`src/rtl/dirc_pkg.sv`:
```
package dirc_pkg;
  typedef enum logic [2:0] {
    RQ_READ = 3'd0, RQ_WRITE = 3'd1, RQ_CLEAN_EV = 3'd2,
    RQ_DIRTY_EV = 3'd3, RQ_INV_ACK = 3'd4, RQ_RCL_ACK = 3'd5
  } rq_kind_e;

  typedef enum logic [2:0] {
    MS_GRANT_RD = 3'd0, MS_GRANT_WR = 3'd1, MS_FWD_RD = 3'd2,
    MS_INVAL = 3'd3, MS_RECALL = 3'd4, MS_EV_ACK = 3'd5
  } ms_kind_e;

  typedef enum logic [2:0] {
    ST_IDLE, ST_SEND, ST_WAIT, ST_FILL, ST_GRANT
  } ctl_state_e;
endpackage

```
`src/rtl/dirc_tag_store.sv`:
```
module dirc_tag_store #(
  parameter int SETS  = 4,
  parameter int WAYS  = 2,
  parameter int CORES = 4,
  parameter int TW    = 6,
  parameter int DW    = 16,
  localparam int SW   = $clog2(SETS),
  localparam int WW   = $clog2(WAYS)
) (
  input  logic                            clk,
  input  logic                            rst_n,
  input  logic [SW-1:0]                   rd_set,
  output logic [WAYS-1:0]                 rd_valid,
  output logic [WAYS-1:0]                 rd_own,
  output logic [WAYS-1:0]                 rd_dirty,
  output logic [WAYS-1:0][TW-1:0]         rd_tag,
  output logic [WAYS-1:0][CORES-1:0]      rd_shr,
  output logic [WAYS-1:0][DW-1:0]         rd_data,
  input  logic                            we,
  input  logic [SW-1:0]                   w_set,
  input  logic [WW-1:0]                   w_way,
  input  logic                            w_valid,
  input  logic                            w_own,
  input  logic                            w_dirty,
  input  logic [TW-1:0]                   w_tag,
  input  logic [CORES-1:0]                w_shr,
  input  logic [DW-1:0]                   w_data
);
  logic             valid_q [SETS][WAYS];
  logic             own_q   [SETS][WAYS];
  logic [CORES-1:0] shr_q   [SETS][WAYS];
  logic             dirty_q [SETS][WAYS];
  logic [TW-1:0]    tag_q   [SETS][WAYS];
  logic [DW-1:0]    data_q  [SETS][WAYS];

  always_ff @(posedge clk) begin
    if (!rst_n) begin
      for (int s = 0; s < SETS; s++)
        for (int w = 0; w < WAYS; w++) begin
          valid_q[s][w] <= 1'b0;
          own_q[s][w]   <= 1'b0;
          shr_q[s][w]   <= '0;
        end
    end else if (we) begin
      valid_q[w_set][w_way] <= w_valid;
      own_q[w_set][w_way]   <= w_own;
      shr_q[w_set][w_way]   <= w_shr;
    end
  end

  always_ff @(posedge clk) begin
    if (we) begin
      dirty_q[w_set][w_way] <= w_dirty;
      tag_q[w_set][w_way]   <= w_tag;
      data_q[w_set][w_way]  <= w_data;
    end
  end

  for (genvar w = 0; w < WAYS; w++) begin : g_rd
    assign rd_valid[w] = valid_q[rd_set][w];
    assign rd_own[w]   = own_q[rd_set][w];
    assign rd_dirty[w] = dirty_q[rd_set][w];
    assign rd_tag[w]   = tag_q[rd_set][w];
    assign rd_shr[w]   = shr_q[rd_set][w];
    assign rd_data[w]  = data_q[rd_set][w];
  end
endmodule

```
`src/rtl/dirc_way_select.sv`:
```
module dirc_way_select #(
  parameter int WAYS  = 2,
  parameter int CORES = 4,
  parameter int TW    = 6,
  localparam int WW   = $clog2(WAYS)
) (
  input  logic [WAYS-1:0]            valid,
  input  logic [WAYS-1:0][TW-1:0]    tag,
  input  logic [WAYS-1:0][CORES-1:0] shr,
  input  logic [TW-1:0]              lk_tag,
  input  logic [WW-1:0]              ptr,
  output logic                       hit,
  output logic [WW-1:0]              hit_way,
  output logic [WW-1:0]              vic_way
);
  logic          has_free, has_clean;
  logic [WW-1:0] free_way, clean_way;

  always_comb begin
    hit = 1'b0; hit_way = '0;
    has_free = 1'b0; free_way = '0;
    has_clean = 1'b0; clean_way = '0;
    for (int w = WAYS - 1; w >= 0; w--) begin
      if (valid[w] && tag[w] == lk_tag) begin
        hit = 1'b1; hit_way = WW'(w);
      end
      if (!valid[w]) begin
        has_free = 1'b1; free_way = WW'(w);
      end
      if (valid[w] && shr[w] == '0) begin
        has_clean = 1'b1; clean_way = WW'(w);
      end
    end
    vic_way = has_free ? free_way : (has_clean ? clean_way : ptr);
  end
endmodule

```
`src/rtl/dirc_mem_model.sv`:
```
module dirc_mem_model #(
  parameter int AW  = 8,
  parameter int DW  = 16,
  parameter int LAT = 3,
  localparam int LW = $clog2(LAT + 1)
) (
  input  logic          clk,
  input  logic          rst_n,
  input  logic          req,
  input  logic [AW-1:0] addr,
  output logic          done,
  output logic [DW-1:0] data
);
  logic [LW-1:0] cnt_q;

  assign done = req && (cnt_q == LW'(LAT - 1));
  assign data = DW'(addr);

  always_ff @(posedge clk) begin
    if (!rst_n || !req || done) cnt_q <= '0;
    else                        cnt_q <= cnt_q + 1'b1;
  end
endmodule

```
`src/rtl/dirc_dir_ctrl.sv`:
```
module dirc_dir_ctrl
  import dirc_pkg::*;
#(
  parameter int CORES   = 4,
  parameter int SETS    = 4,
  parameter int WAYS    = 2,
  parameter int AW      = 8,
  parameter int DW      = 16,
  parameter int MEM_LAT = 3,
  localparam int CW     = $clog2(CORES),
  localparam int SW     = $clog2(SETS),
  localparam int TW     = AW - SW,
  localparam int WW     = $clog2(WAYS),
  localparam int NW     = $clog2(CORES + 1)
) (
  input  logic             clk,
  input  logic             rst_n,
  input  logic             req_valid,
  output logic             req_ready,
  input  logic [2:0]       req_type,
  input  logic [CW-1:0]    req_core,
  input  logic [AW-1:0]    req_addr,
  input  logic [DW-1:0]    req_data,
  output logic             msg_valid,
  input  logic             msg_ready,
  output logic [2:0]       msg_type,
  output logic [CORES-1:0] msg_dest,
  output logic [CW-1:0]    msg_core,
  output logic [AW-1:0]    msg_addr,
  output logic [DW-1:0]    msg_data
);
  function automatic logic [NW-1:0] pop(input logic [CORES-1:0] v);
    pop = '0;
    for (int i = 0; i < CORES; i++) pop = pop + NW'(v[i]);
  endfunction

  ctl_state_e       st_q, st_d, after_q, after_d;
  logic [2:0]       p_type_q, p_type_d;
  logic [CW-1:0]    p_core_q, p_core_d;
  logic [SW-1:0]    p_set_q, p_set_d;
  logic [TW-1:0]    p_tag_q, p_tag_d;
  logic [WW-1:0]    p_way_q, p_way_d, ptr_q, ptr_d;
  logic             p_miss_q, p_miss_d;
  logic [NW-1:0]    cnt_q, cnt_d;
  logic [2:0]       m_type_q, m_type_d;
  logic [CORES-1:0] m_dest_q, m_dest_d;
  logic [CW-1:0]    m_core_q, m_core_d;
  logic [AW-1:0]    m_addr_q, m_addr_d;
  logic [DW-1:0]    m_data_q, m_data_d;

  logic                       idle, req_is_ack, accept;
  logic [SW-1:0]              rd_set;
  logic [TW-1:0]              lk_tag;
  logic [WAYS-1:0]            rd_valid, rd_own, rd_dirty;
  logic [WAYS-1:0][TW-1:0]    rd_tag;
  logic [WAYS-1:0][CORES-1:0] rd_shr;
  logic [WAYS-1:0][DW-1:0]    rd_data;
  logic                       hit;
  logic [WW-1:0]              hit_way, vic_way, cw;
  logic [CORES-1:0]           req_bit, p_bit, e_shr;
  logic                       e_own;
  logic [DW-1:0]              e_data;
  logic                       we, w_valid, w_own, w_dirty;
  logic [TW-1:0]              w_tag;
  logic [CORES-1:0]           w_shr;
  logic [DW-1:0]              w_data;
  logic                       mem_req, mem_done;
  logic [DW-1:0]              mem_data;

  assign idle       = (st_q == ST_IDLE);
  assign req_is_ack = (req_type == RQ_INV_ACK) || (req_type == RQ_RCL_ACK);
  assign req_ready  = idle || (st_q == ST_WAIT && req_is_ack);
  assign accept     = req_valid && req_ready;
  assign rd_set     = idle ? req_addr[SW-1:0] : p_set_q;
  assign lk_tag     = idle ? req_addr[AW-1:SW] : p_tag_q;
  assign cw         = idle ? hit_way : p_way_q;
  assign e_shr      = rd_shr[cw];
  assign e_own      = rd_own[cw];
  assign e_data     = rd_data[cw];
  assign req_bit    = CORES'(1) << req_core;
  assign p_bit      = CORES'(1) << p_core_q;
  assign mem_req    = (st_q == ST_FILL);

  dirc_tag_store #(.SETS(SETS), .WAYS(WAYS), .CORES(CORES), .TW(TW), .DW(DW)) u_store (
    .clk(clk), .rst_n(rst_n), .rd_set(rd_set),
    .rd_valid(rd_valid), .rd_own(rd_own), .rd_dirty(rd_dirty), .rd_tag(rd_tag),
    .rd_shr(rd_shr), .rd_data(rd_data),
    .we(we), .w_set(rd_set), .w_way(cw), .w_valid(w_valid), .w_own(w_own),
    .w_dirty(w_dirty), .w_tag(w_tag), .w_shr(w_shr), .w_data(w_data));

  dirc_way_select #(.WAYS(WAYS), .CORES(CORES), .TW(TW)) u_sel (
    .valid(rd_valid), .tag(rd_tag), .shr(rd_shr), .lk_tag(lk_tag), .ptr(ptr_q),
    .hit(hit), .hit_way(hit_way), .vic_way(vic_way));

  dirc_mem_model #(.AW(AW), .DW(DW), .LAT(MEM_LAT)) u_mem (
    .clk(clk), .rst_n(rst_n), .req(mem_req), .addr({p_tag_q, p_set_q}),
    .done(mem_done), .data(mem_data));

  always_comb begin
    st_d = st_q; after_d = after_q;
    p_type_d = p_type_q; p_core_d = p_core_q; p_set_d = p_set_q; p_tag_d = p_tag_q;
    p_way_d = p_way_q; p_miss_d = p_miss_q; cnt_d = cnt_q; ptr_d = ptr_q;
    m_type_d = m_type_q; m_dest_d = m_dest_q; m_core_d = m_core_q;
    m_addr_d = m_addr_q; m_data_d = m_data_q;
    we = 1'b0; w_valid = 1'b1; w_own = e_own; w_dirty = rd_dirty[cw];
    w_tag = rd_tag[cw]; w_shr = e_shr; w_data = e_data;
    unique case (st_q)
      ST_IDLE: if (accept && !req_is_ack) begin
        p_type_d = req_type; p_core_d = req_core; p_set_d = rd_set; p_tag_d = lk_tag;
        m_core_d = req_core; m_addr_d = req_addr; m_dest_d = req_bit; m_data_d = e_data;
        if (req_type == RQ_CLEAN_EV || req_type == RQ_DIRTY_EV) begin
          if (hit) begin
            we = 1'b1;
            w_shr = e_shr & ~req_bit;
            w_own = e_own && ((e_shr & req_bit) == '0);
            if (req_type == RQ_DIRTY_EV) begin
              w_data = req_data; w_dirty = 1'b1;
            end
          end
          m_type_d = MS_EV_ACK; st_d = ST_SEND; after_d = ST_IDLE;
        end else if (hit) begin
          p_way_d = hit_way; p_miss_d = 1'b0;
          if (req_type == RQ_READ && e_own && (e_shr & req_bit) == '0) begin
            we = 1'b1; w_shr = e_shr | req_bit; w_own = 1'b0;
            m_type_d = MS_FWD_RD; m_dest_d = e_shr; st_d = ST_SEND; after_d = ST_IDLE;
          end else if (req_type == RQ_WRITE && (e_shr & ~req_bit) != '0) begin
            m_type_d = MS_INVAL; m_dest_d = e_shr & ~req_bit; cnt_d = pop(e_shr & ~req_bit);
            st_d = ST_SEND; after_d = ST_WAIT;
          end else begin
            st_d = ST_GRANT;
          end
        end else begin
          p_way_d = vic_way; p_miss_d = 1'b1;
          if (rd_valid[vic_way] && rd_shr[vic_way] != '0) begin
            m_type_d = MS_RECALL; m_dest_d = rd_shr[vic_way];
            m_addr_d = {rd_tag[vic_way], rd_set}; cnt_d = pop(rd_shr[vic_way]);
            ptr_d = (ptr_q == WW'(WAYS - 1)) ? '0 : ptr_q + 1'b1;
            st_d = ST_SEND; after_d = ST_WAIT;
          end else begin
            st_d = ST_FILL;
          end
        end
      end
      ST_SEND: if (msg_ready) st_d = after_q;
      ST_WAIT: if (accept) begin
        cnt_d = cnt_q - 1'b1;
        if (req_type == RQ_INV_ACK && e_own) begin
          we = 1'b1; w_data = req_data; w_dirty = 1'b1;
        end
        if (cnt_q == NW'(1)) st_d = p_miss_q ? ST_FILL : ST_GRANT;
      end
      ST_FILL: if (mem_done) begin
        we = 1'b1; w_tag = p_tag_q; w_own = 1'b0; w_shr = '0;
        w_dirty = 1'b0; w_data = mem_data; st_d = ST_GRANT;
      end
      ST_GRANT: begin
        we = 1'b1; m_dest_d = p_bit; m_core_d = p_core_q; m_data_d = e_data;
        m_addr_d = {p_tag_q, p_set_q};
        if (p_type_q == RQ_WRITE) begin
          w_shr = p_bit; w_own = 1'b1; m_type_d = MS_GRANT_WR;
        end else begin
          w_shr = e_shr | p_bit; m_type_d = MS_GRANT_RD;
        end
        st_d = ST_SEND; after_d = ST_IDLE;
      end
      default: st_d = ST_IDLE;
    endcase
  end

  always_ff @(posedge clk) begin
    if (!rst_n) begin
      st_q <= ST_IDLE; after_q <= ST_IDLE;
      p_type_q <= '0; p_core_q <= '0; p_set_q <= '0; p_tag_q <= '0;
      p_way_q <= '0; p_miss_q <= 1'b0; cnt_q <= '0; ptr_q <= '0;
      m_type_q <= '0; m_dest_q <= '0; m_core_q <= '0; m_addr_q <= '0; m_data_q <= '0;
    end else begin
      st_q <= st_d; after_q <= after_d;
      p_type_q <= p_type_d; p_core_q <= p_core_d; p_set_q <= p_set_d; p_tag_q <= p_tag_d;
      p_way_q <= p_way_d; p_miss_q <= p_miss_d; cnt_q <= cnt_d; ptr_q <= ptr_d;
      m_type_q <= m_type_d; m_dest_q <= m_dest_d; m_core_q <= m_core_d;
      m_addr_q <= m_addr_d; m_data_q <= m_data_d;
    end
  end

  assign msg_valid = (st_q == ST_SEND);
  assign msg_type  = m_type_q;
  assign msg_dest  = m_dest_q;
  assign msg_core  = m_core_q;
  assign msg_addr  = m_addr_q;
  assign msg_data  = m_data_q;
endmodule

```
`config.mk`:
```
export PLATFORM = sky130hd
export DESIGN_NAME = dirc_dir_ctrl
export DESIGN_NICKNAME = d
export VERILOG_FILES = /design/src/rtl/dirc_pkg.sv /design/src/rtl/dirc_tag_store.sv /design/src/rtl/dirc_way_select.sv /design/src/rtl/dirc_mem_model.sv /design/src/rtl/dirc_dir_ctrl.sv
export SDC_FILE = /design/constraint.sdc
export NUM_CORES = 1
export LEC_CHECK = 0
export CAP_MARGIN = 40
export CELL_PAD_IN_SITES_DETAIL_PLACEMENT = 0
export CELL_PAD_IN_SITES_GLOBAL_PLACEMENT = 1
export CORE_UTILIZATION = 50
export CTS_CLUSTER_SIZE = 40
export DETAILED_ROUTE_END_ITERATION = 7
export GPL_TIMING_DRIVEN = 1
export PLACE_DENSITY_LB_ADDON = 0.1
export SLEW_MARGIN = 10
export SYNTH_ARGS = -nofsm -noshare
export SYNTH_HDL_FRONTEND = slang
export SYNTH_SLANG_ARGS = --single-unit
export TNS_END_PERCENT = 5
```
`constraint.sdc`:
```
create_clock -name clk -period 8.6 [get_ports clk]
set_input_delay 1.72 -clock clk [delete_from_list [all_inputs] [get_ports clk]]
set_output_delay 1.72 -clock clk [all_outputs]
set_load 0.03 [all_outputs]
```
# == Yosys cells after proc, flatten, opt, wreduce, memory -nomap -nowiden ==
# Memory sizes are Yosys's and may differ from the RTL's.
# Cells that the tools add are included.
# totals
ff_bits,60
input_bits,33
wordCells,252
n_memories,5
out_inout_bits,35
ram_bits,224
# memory_table
name,depth,word_bits,rd,rd_ports_with_merged_regs,wr,line,source
u_store.data_q,4,32,1,0,1,dirc_tag_store.sv:34,logic [DW-1:0] data_q [SETS][WAYS];
u_store.tag_q,4,12,1,0,1,dirc_tag_store.sv:33,logic [TW-1:0] tag_q [SETS][WAYS];
u_store.shr_q,4,8,1,0,4,dirc_tag_store.sv:31,logic [CORES-1:0] shr_q [SETS][WAYS];
u_store.own_q,4,2,1,0,4,dirc_tag_store.sv:30,logic own_q [SETS][WAYS];
u_store.valid_q,4,2,1,0,4,dirc_tag_store.sv:29,logic valid_q [SETS][WAYS];
# classes
bitwise,8
shift,2
n_mux,141
eq_ne,25
magnitude_cmp,4
n_addsub,9
reduce_logical,42
# ops
operator,count
16-bit 2-to-1 mux,11
3-bit 2-to-1 mux,29
4-bit 2-to-1 mux,18
8-bit 2-to-1 mux,7
6-bit 2-to-1 mux,8
16-bit case mux with 3 select lines,1
1-bit 2-to-1 mux,39
32-bit 2-to-1 mux,1
16-bit case mux with 2 select lines,1
2-bit 2-to-1 mux,11
3-bit case mux with 2 select lines,3
16-bit demux with 1-bit select,1
8-bit case mux with 2 select lines,1
1-bit logical AND,15
3-bit case mux with 5 select lines,1
3-bit by 1-bit equality test with 1-bit output (second input constant),4
3-bit by 2-bit equality test with 1-bit output (second input constant),4
6-bit equality test,2
4-bit logical NOT,3
12-bit 2-to-1 mux,1
4-bit case mux with 3 select lines,1
5-bit AND reduction,2
3-bit equality test (second input constant),3
4-bit bitwise AND,2
40 further kinds,62

# == Logic depth before layout (Yosys ltp) ==
# Gate-level depths: netlist (run 1).
# An unclocked memory read counts as a cell.
# logic_depth
word_depth,23
depth_mapped,20
ltp_nobuf,18

# == Hierarchy ==
# A second synthesis (run 1) with hierarchy kept.
# hier_totals
hier_cells,988
area_unflattened_um2,13505.5
# modules_own_cells
mod,seq_area_each_um2,n_inst,area_per_inst_um2,cells_each
dirc_tag_store,6926.6,1,8857.2,400
dirc_dir_ctrl,1121.1,1,4265.3,542
dirc_mem_model,40.0,1,211.5,24
dirc_way_select,0.0,1,171.4,22

# == Worst setup path before layout (run 1) ==
# Ideal clock, no wire load.
# synth_timing
kind,input port to flip-flop
startpoint,input req_addr[0]
endpoint,memory u_store.own_q[1][1] in the netlist's numbering (enable)
setup_ps,318
stages,11
required_ps,8282
arrival_ps,6316
slack_ps,1966
n_path_buf,2
path_cell_list,clkbuf_1 mux2i_1 buf_6 mux4_2 mux4_2 nor2_1 nand3_1 a311oi_1 o41ai_1 nor3_1 nand2b_1
# synth_lines
element,line,source
start: declaration,dirc_dir_ctrl.sv:22,"input logic [AW-1:0] req_addr,"
end: declaration,dirc_tag_store.sv:30,

# == Worst setup path after layout (run 1) ==
# layout_timing
startpoint,input req_addr[1]
endpoint,register cnt_q[0]
# layout_via
elab_chain_len,19
elab_cells_between_ends,59
classes_between,add/sub (6); eq/ne (5); mux (28); bitwise (2); reduce/logical (14); memory (4)
# layout_lines
element,line,source
2-bit 2-to-1 mux *,dirc_dir_ctrl.sv:74,assign rd_set = idle ? req_addr[SW-1:0] : p_set_q;
memory read 4 x 12 bit,n/a,
6-bit equality test,dirc_way_select.sv:24,if (valid[w] && tag[w] == lk_tag) begin
1-bit logical AND,dirc_way_select.sv:24,
1-bit 2-to-1 mux (2 in a row),dirc_way_select.sv:24,
1-bit 2-to-1 mux,dirc_dir_ctrl.sv:76,assign cw = idle ? hit_way : p_way_q;
4-bit 2-to-1 mux (not written as such) (2 in a row),dirc_dir_ctrl.sv:77,assign e_shr = rd_shr[cw];
4-bit bitwise AND,"dirc_dir_ctrl.sv:126, dirc_dir_ctrl.sv:127",
1-bit by 1-bit adder with 2-bit output,dirc_dir_ctrl.sv:34,for (int i = 0; i < CORES; i++) pop = pop + NW'(v[i]);
2-bit by 1-bit adder with 3-bit output,dirc_dir_ctrl.sv:34,
3-bit by 1-bit adder with 3-bit output,dirc_dir_ctrl.sv:34,
3-bit 2-to-1 mux,dirc_dir_ctrl.sv:126,end else if (req_type == RQ_WRITE && (e_shr & ~req_bit) != '0) begin
3-bit 2-to-1 mux,dirc_dir_ctrl.sv:123,if (req_type == RQ_READ && e_own && (e_shr & req_bit) == '0) begin
3-bit 2-to-1 mux,dirc_dir_ctrl.sv:121,end else if (hit) begin
3-bit 2-to-1 mux,dirc_dir_ctrl.sv:111,if (req_type == RQ_CLEAN_EV || req_type == RQ_DIRTY_EV) begin
3-bit 2-to-1 mux,dirc_dir_ctrl.sv:108,ST_IDLE: if (accept && !req_is_ack) begin
3-bit case mux with 2 select lines,dirc_dir_ctrl.sv:107,unique case (st_q)
end signal: assignment,dirc_dir_ctrl.sv:179,p_way_q <= p_way_d; p_miss_q <= p_miss_d; cnt_q <= cnt_d; ptr_q <= ptr_d;
end: declaration,dirc_dir_ctrl.sv:44,"logic [NW-1:0] cnt_q, cnt_d;"
# Mark *: on every way between the ends. The rest lies on a longest branch, timed or not. The select of a mux whose other input is x is not followed.
# A chain may end at the register's enable or synchronous reset.

==> results of run 1 <==
==> stage by stage <==
step	total power [uW]	cell area, um^2	utilization	std cells
final	4870	15700	0.596	1494
after global routing	5100	15700	0.596	1494
after CTS	4890	15700	0.596	1494
after detailed placement	3620	14700	0.559	1441
after global placement	3600	14700	0.556	1435
after floorplan	3030	13600	-	1077
==> final cells by class <==
class / instances / area, um^2 / area share
well taps: 335 / 419 / 0.0267
flip-flops and latches: 282 / 7790 / 0.496
multi-input cells: 703 / 5490 / 0.350
clock inverters: 22 / 219 / 0.0139
inverters: 17 / 63.8 / 0.00406
repair buffers: 104 / 981 / 0.0625
clock buffers: 31 / 743 / 0.0473
==> layer usage <==
layer | vias up | routed length [um] | track usage
met3 | 54 | 2780 | 0.0359
met2 | 405 | 17800 | 0.447
met5 | - | 0 | 0
met4 | 0 | 736 | 0.0688
met1 | 4723 | 16300 | 0.395
li1 | 4307 | - | -
==> worst paths after layout <==
kind,to,slack [ns],startpoint,cells past startpoint
setup / recovery,cnt_q[0],1.65,req_addr[1],19
hold / removal,u_mem.cnt_q[0],0.41,u_mem.cnt_q[0],1
setup reg to reg,msg_addr[5],2.61,st_q[0],15
hold reg to reg,u_mem.cnt_q[0],0.41,u_mem.cnt_q[0],1
==> cells in the mapped netlist (10+ instances only) <==
library cell,number,area share
a21oi_1,37,0.014
a211oi_1,12,0.0066
mux2_2,25,0.021
clkbuf_1,57,0.016
nand2b_1,10,0.0046
edfxtp_1,214,0.47
a221oi_1,12,0.0077
nand3_1,19,0.0070
nor2_1,90,0.025
a31oi_1,10,0.0046
nand2_1,82,0.023
mux4_2,58,0.096
and2_1,14,0.0065
a22o_1,12,0.0077
nor2b_1,15,0.0069
nor3_1,54,0.020
mux2i_1,37,0.027
dfxtp_1,68,0.10
o21ai_0,63,0.023
inv_1,16,0.0044
==> state kept, by name, summed over array words and instances, names as in the netlist, 4 cells and up <==
name,count
msg_addr,8
u_store.valid_q,8
msg_dest,4
u_store.data_q,128
p_tag_q,6
msg_data,16
u_store.shr_q,32
u_store.own_q,8
u_store.tag_q,48
==> logic make-up (layout without fill, tap and decap cells) <==
| logic type | after synthesis | after routing | share of synthesized area |
|---|---|---|---|
| compound gates | 227 | 227 | 0.115 |
| buf+inv | 92 | 174 | 0.0267 |
| mux | 125 | 125 | 0.148 |
| fa+ha+maj | 11 | 11 | 0.0113 |
| flops | 282 | 282 | 0.574 |
| simple gates | 325 | 325 | 0.115 |
| xor+xnor | 15 | 15 | 0.00968 |
==> power groups by stage <==
stage / Sequential, uW / Combinational (uW) / Clock (uW)
after floorplan: 1890 / 1150 / 0
after global routing: 1790 / 1970 / 1340
after global placement: 1810 / 1790 / 0
final: 1780 / 1820 / 1260
after CTS: 1780 / 1820 / 1290
after detailed placement: 1810 / 1810 / 0
==> critical path, stage by stage <==
cell and delay [ns]:
clkdlybuf4s50_1 0.45, buf_4 0.24, or4b_1 0.71, nand2_2 0.45
mux2i_1 0.35, xnor2_1 0.19, nand4_1 0.26, a211oi_2 0.47
nor2_4 0.18, buf_12 0.21, mux2i_1 0.34, inv_1 0.08
nand2_1 0.12, ha_1 0.18, inv_1 0.07, a221o_1 0.38
o311ai_1 0.59, a21oi_1 0.09, o221a_2 0.29
==> flow_summary_export.csv, run 1 <==
group,metric,value,unit
status,outcome,"completed",
layout,final_common_cell,"edfxtp_1",
floorplan,ios,68,
power_and_ir_drop,sw_frac_of_total,0.361,
synthesis,synth_edf_count,214,
detailed_routing,wl_per_cell,25.2,um
global_route,grt_antenna_before_repair,0,
global_route,grt_usage,0.276,
run,maxCapViolations,0,
synthesis,async_flop_share,0,
synthesis,synth_area,13600,um^2
detailed_routing,drcViolationCount,0,
timing,finalSetupTns,0,ns
timing,final_hold_viol_count,0,
clock_tree,htreeDepth,1,
detailed_routing,first_pass_iters,7,
synthesis,synth_cell_types,69,
power_and_ir_drop,switchingPower,1760,uW
power_and_ir_drop,p_leak,0.00536,uW
detailed_routing,vias,9489,
critical_path,critPathKind,"primary input to flip-flop",
timing,layout_setup_ws,1.65,ns
synthesis,syn_avg_cell_area,12.6,um^2
synthesis,ys_seq_area_frac,0.574,
timing,rsz0062_at_grt,"false",
timing,worst_pin_slew,0.867,ns
global_route,grt_pass1_wl,57500,um
synthesis,ys_seq_elements,282,
place,globalplace.congestion,0.938,
floorplan,chipWidth,167,um
min_path,hold_path.class,"flip-flop to flip-flop",
layout,drive_gt1_frac,0.169,
floorplan,core,26400,um^2
power_and_ir_drop,seqPwrFrac,0.366,
layout,final_nets,1181,
detailed_routing,drt-vias-per-instance,6.35,
clock_tree,clkTransAtPathRegs,0.07,ns
place,portBuffers,67,
critical_path,arrival,7.40,ns
clock_tree,cts_tree,"built",
layout,antenna-diode-count,0,
timing,hold_ws,0.414,ns
floorplan,rows,59,
floorplan,dieArea,27800,um^2
clock_tree,postCtsSetupBuffers,0,
power_and_ir_drop,combPwrFrac,0.375,
global_route,grt_start_max_net_pins,50,
layout,fill_cells,2102,
timing,relSlewSlack,0.421,
timing,slew_violations,0,
synthesis,syn_nets,1121,
clock_tree,clockBufferDepth,3,
clock_tree,cts.repair.resized,0,
synthesis,syn_inst,1077,
synthesis,synth-main-ff-cell,"edfxtp_1",
layout,mostFrequentLayoutCells,"edfxtp_1 (214), nor2_1 (83), nand2_1 (81)",
clock_tree,cts-buffers-inserted,29,
clock_tree,cts_sinks,282,
floorplan,die_height,167,um
detailed_routing,postRouteAntennaNets,0,
place,dpl_worst_slack,1.15,ns
timing,finalCritPeriodShare,0.808,
timing,period_needed,6.95,ns
layout,area_growth,15.7,%
critical_path,startpoint_type,"primary input",
timing,fmax,144,MHz
clock_tree,root_buffer,"clkbuf_16",
synthesis,yosysWarnings,0,
floorplan,start_util,0.515,
detailed_routing,routed_wl,37600,um
power_and_ir_drop,p_per_area,310,nW/um^2
clock_tree,cts_hold_buf,0,
global_route,grt_overflow,0,
timing,setup_viol,0,
critical_path,crit_path_end_kind,"flip-flop",
clock_tree,clk_latency,0.57,ns
global_route,grt_pass1_vias,9219,
power_and_ir_drop,p_int,3110,uW
place,dp_hpwl,25000,um
power_and_ir_drop,peakVddDrop,238,uV
critical_path,cp_max_fo,18,
timing,finClkSkew,0.0238,ns
critical_path,worstPathRequired,9.06,ns
power_and_ir_drop,clkPwrFrac,0.260,
detailed_routing,drt_iter0_drc,913,
(Power assumes the default switching activity.)
==> inputs of run 2 (changes only) <==
Clock period 8.6 ns to 6.9 ns, I/O delays scaled along.
==> run 2 against run 1 <==
  * Sequential share of layout area is 0.090 points lower
  * Die area stayed put
  * Sequential power is 26% higher
  * Critical path depth is 1 lower
  * First-iteration DRC count is 13% higher
  * Power is 25% higher
  * Clock skew is 0.00059 ns lower
==> flow_summary_export.csv, run 2 (synthesized netlist as in run 1, its figures left out) <==
group,metric,value,unit
clock_tree,htreeDepth,1,
timing,final_hold_viol_count,0,
timing,rsz0062_at_grt,"false",
timing,slew_violations,0,
timing,fmax,170,MHz
clock_tree,root_buffer,"clkbuf_16",
run,maxCapViolations,0,
place,portBuffers,67,
place,dpl_worst_slack,0.537,ns
detailed_routing,drt_iter0_drc,1035,
floorplan,die_height,167,um
power_and_ir_drop,peakVddDrop,255,uV
global_route,grt_pass1_vias,9440,
timing,layout_setup_ws,1.00,ns
timing,period_needed,5.90,ns
layout,top_regs,"u_store.data_q: 128 flops, u_store.tag_q: 48 flops, u_store.shr_q: 32 flops",
layout,final_cells,1498,
global_route,grt_most_used_layer,"met2",
global_route,grt_overflow,0,
layout,mostFrequentLayoutCells,"edfxtp_1 (214), nor2_1 (83), nand2_1 (81)",
detailed_routing,routed_wl,37600,um
floorplan,chipWidth,167,um
timing,worst_pin_slew,0.892,ns
layout,multiInputGateArea,5490,um^2
layout,final_nets,1184,
layout,drive_gt1_frac,0.169,
critical_path,cp_max_fo,12,
detailed_routing,postRouteAntennaNets,0,
global_route,grt_start_max_net_pins,38,
layout,final_common_cell,"edfxtp_1",
clock_tree,cts_tree,"built",
timing,finalSetupTns,0,ns
place,dp_hpwl,25100,um
clock_tree,cts_sinks,282,
layout,ff_latch_area,7790,um^2
layout,regMostFlops,"u_store.data_q",
place,dp_cells,1444,
detailed_routing,drcViolationCount,0,
layout,fill_cells,2129,
critical_path,startpoint_type,"primary input",
timing,setup_viol,0,
detailed_routing,first_pass_iters,7,
place,globalplace.congestion,0.922,
power_and_ir_drop,p_leak,0.00538,uW
status,outcome,"completed",
critical_path,critPathKind,"primary input to flip-flop",
floorplan,rows,59,
global_route,grtUsageMet1,0.389,
floorplan,core,26400,um^2
floorplan,dieArea,27800,um^2
layout,antenna-diode-count,0,
critical_path,crit_path_end_kind,"flip-flop",
timing,relSlewSlack,0.404,
clock_tree,clk_latency,0.58,ns
timing,finalCritPeriodShare,0.855,
critical_path,arrival,6.34,ns
global_route,grt_usage,0.275,
clock_tree,clkTransAtPathRegs,0.06,ns
layout,largest_reg_flops,128,
global_route,grt_pass1_wl,57600,um
power_and_ir_drop,p_per_area,388,nW/um^2
detailed_routing,wl_per_cell,25.1,um
critical_path,worstPathRequired,7.34,ns
detailed_routing,drt-vias-per-instance,6.38,
layout,final_util,0.597,
detailed_routing,vias,9550,
clock_tree,clockBufferDepth,3,
min_path,hold_path.class,"flip-flop to flip-flop",
clock_tree,postCtsSetupBuffers,0,
layout,area_growth,15.9,%
floorplan,ios,68,
clock_tree,cts_hold_buf,0,
global_route,met3_usage,0.0480,
floorplan,start_util,0.515,
global_route,use_met2,0.434,
clock_tree,cts.repair.resized,0,
global_route,grt_antenna_before_repair,0,
clock_tree,cts-buffers-inserted,29,
timing,finClkSkew,0.0232,ns
-- run 2: changes by cell type in the layout (fill, tap and decap cells not counted), sizes merged --
cell	previous run	this run
buf	37	40
clkinv	16	10
clkinvlp	2	0
inv	18	17
clkbuf	31	41
-- run 2: report_power, final --
part	internal [uW]	total, uW	switching (uW)
Combinational	851	2270	1410
Sequential	2140	2250	106
Clock	933	1600	663
-- run 2: layout make-up --
type,instances,share of cell area
flip-flops and latches,282,0.495
multi-input cells,703,0.349
inverters,17,0.00406
clock buffers,41,0.0515
repair buffers,107,0.0638
well taps,335,0.0266
clock inverters,13,0.0100
-- run 2: path summary, 6_finish.rpt --
check | start | endpoint | slack, ns | depth (start not counted)
max reg2reg | st_q[2] | msg_addr[3] | 1.55 | 15
min reg2reg | u_mem.cnt_q[0] | u_mem.cnt_q[0] | 0.41 | 1
min | u_mem.cnt_q[0] | u_mem.cnt_q[0] | 0.41 | 1
max | req_addr[1] | cnt_q[0] | 1.00 | 18
-- run 2: metal layers --
| metal | vias up | part of all wire |
|---|---|---|
| met1 | 4748 | 0.44 |
| met3 | 78 | 0.080 |
| met2 | 422 | 0.45 |
| li1 | 4302 | - |
| met4 | 0 | 0.031 |
| met5 | - | 0 |
-- run 2: per-stage QoR --
stage	hold slack (ns)	power [uW]	cell area, um^2
5_1_grt	0.424	6390	15700
3_3_place_gp	0.401	4500	14700
3_5_place_dp	0.405	4530	14800
2_1_floorplan	0.393	3780	13600
6_report	0.413	6110	15700
4_1_cts	0.414	6120	15700
-- run 2: critical path, stage by stage --
cell and delay [ns]:
clkdlybuf4s50_1 0.52, or4b_1 0.68, and2_0 0.41, a211oi_1 0.39, o21ai_0 0.18, and3_1 0.26, a211oi_2 0.37, nor2_4 0.09
mux2i_1 0.39, inv_1 0.07, nand2_1 0.12, ha_1 0.19, inv_1 0.08, a221o_1 0.37, o311ai_1 0.31, buf_4 0.20
a21oi_1 0.04, o221a_2 0.27
==> inputs of run 3 (changes only) <==
Settings changed: CORE_MARGIN set to 3.
==> run 3 against run 2 <==
  * Largest cell class unchanged
  * Clock-buffer cell count down 9
  * Cell count rose by 0.40%
  * Maximum frequency up 1.3%
  * Critical endpoint unchanged
  * Global-route usage shrank 1.5 points
  * Combinational power about the same
  * Via count rose by 0.67%
==> flow_summary_export.csv, run 3 (synthesized netlist as in run 1, its figures left out) <==
group,metric,value,unit
layout,drive_gt1_frac,0.174,
global_route,grt_antenna_before_repair,0,
timing,fmax,172,MHz
floorplan,ios,68,
critical_path,cp_max_fo,12,
power_and_ir_drop,p_per_area,387,nW/um^2
floorplan,rows,59,
layout,final_nets,1189,
global_route,grt_start_max_net_pins,36,
clock_tree,cts.repair.resized,0,
detailed_routing,drt-vias-per-instance,6.39,
layout,top_regs,"u_store.data_q: 128 flops, u_store.tag_q: 48 flops, u_store.shr_q: 32 flops",
layout,antenna-diode-count,0,
detailed_routing,wl_per_cell,25.2,um
global_route,grt_overflow,0,
detailed_routing,drt_iter0_drc,1015,
critical_path,crit_path_end_kind,"flip-flop",
power_and_ir_drop,peakVddDrop,288,uV
timing,final_hold_viol_count,0,
detailed_routing,first_pass_iters,5,
layout,area_growth,16.6,%
place,dp_hpwl,25500,um
clock_tree,cts_sinks,282,
floorplan,chipWidth,171,um
status,outcome,"completed",
clock_tree,root_buffer,"clkbuf_16",
floorplan,core,26400,um^2
detailed_routing,postRouteAntennaNets,0,
power_and_ir_drop,p_leak,0.00541,uW
critical_path,startpoint_type,"primary input",
timing,hold_ws,0.422,ns
floorplan,start_util,0.515,
place,portBuffers,67,
timing,rsz0062_at_grt,"false",
timing,slew_violations,0,
layout,mostFrequentLayoutCells,"edfxtp_1 (214), nor2_1 (83), nand2_1 (81)",
global_route,grt_pass1_wl,57700,um
timing,layout_setup_ws,1.08,ns
timing,finClkSkew,0.0196,ns
clock_tree,cts_hold_buf,0,
detailed_routing,routed_wl,37900,um
timing,relSlewSlack,0.417,
detailed_routing,drcViolationCount,0,
clock_tree,cts_tree,"built",
timing,finalCritPeriodShare,0.844,
timing,period_needed,5.82,ns
clock_tree,clkTransAtPathRegs,0.06,ns
clock_tree,postCtsSetupBuffers,0,
critical_path,critPathKind,"primary input to flip-flop",
run,maxCapViolations,0,
layout,largest_reg_flops,128,
place,dpl_worst_slack,0.580,ns
place,globalplace.congestion,0.882,
floorplan,dieArea,29100,um^2
clock_tree,clk_latency,0.57,ns
layout,final_common_cell,"edfxtp_1",
layout,regMostFlops,"u_store.data_q",
clock_tree,htreeDepth,1,
timing,worst_pin_slew,0.875,ns
critical_path,arrival,6.27,ns
global_route,grt_usage,0.261,
global_route,grt_pass1_vias,9205,
detailed_routing,vias,9614,
min_path,hold_path.class,"flip-flop to flip-flop",
timing,setup_viol,0,
critical_path,worstPathRequired,7.35,ns
clock_tree,clockBufferDepth,3,
clock_tree,cts-buffers-inserted,30,
timing,finalSetupTns,0,ns
floorplan,die_height,171,um
run 3: final timing paths:
check | start | end | slack [ns] | depth (start not counted)
setup reg to reg | st_q[1] | u_store.shr_q[1][2] | 1.61 | 13
setup / recovery | req_addr[1] | cnt_q[0] | 1.08 | 18
hold / removal | u_mem.cnt_q[0] | u_mem.cnt_q[0] | 0.42 | 1
hold reg to reg | u_mem.cnt_q[0] | u_mem.cnt_q[0] | 0.42 | 1
run 3: area by class of cell:
| class | count | area, um^2 |
|---|---|---|
| Multi-Input combinational cell | 703 | 5490 |
| Clock buffer | 32 | 768 |
| Inverter | 17 | 63.8 |
| Timing Repair Buffer | 111 | 1060 |
| Clock inverter | 24 | 230 |
| Tap cell | 335 | 419 |
| Fill cell | 2076 | 10500 |
| Sequential cell | 282 | 7790 |
run 3: where the power goes:
group	switching (uW)	total (uW)	internal (uW)
logic	1410	2270	861
clock network	680	1600	923
registers	110	2250	2140
run 3: layer usage:
metal,vias to the layer above,track usage,wire length (um)
li1,4325,-,-
met1,4758,0.395,16300
met2,476,0.388,17000
met3,55,0.0499,3600
met4,0,0.0713,1000
met5,-,0,0
run 3: worst max-delay path: stages:
cell	delay [ns]
clkdlybuf4s50_1	0.51
or4b_1	0.69
and2_0	0.41
a211oi_1	0.35
o21ai_0	0.18
and3_1	0.26
a211oi_2	0.37
nor2_4	0.10
mux2i_1	0.35
inv_1	0.07
nand2_1	0.12
ha_1	0.20
inv_1	0.08
a221o_1	0.39
o311ai_1	0.30
buf_4	0.20
a21oi_1	0.04
o221a_2	0.26
run 3: stage by stage:
| step | std cells | util | instance area [um^2] | total power (uW) |
|---|---|---|---|---|
| final | 1504 | 0.600 | 15800 | 6130 |
| after global routing | 1504 | 0.600 | 15800 | 6410 |
| after CTS | 1504 | 0.600 | 15800 | 6140 |
| after detailed placement | 1448 | 0.562 | 14800 | 4540 |
| after global placement | 1445 | 0.560 | 14800 | 4500 |
| after floorplan | 1077 | - | 13600 | 3780 |
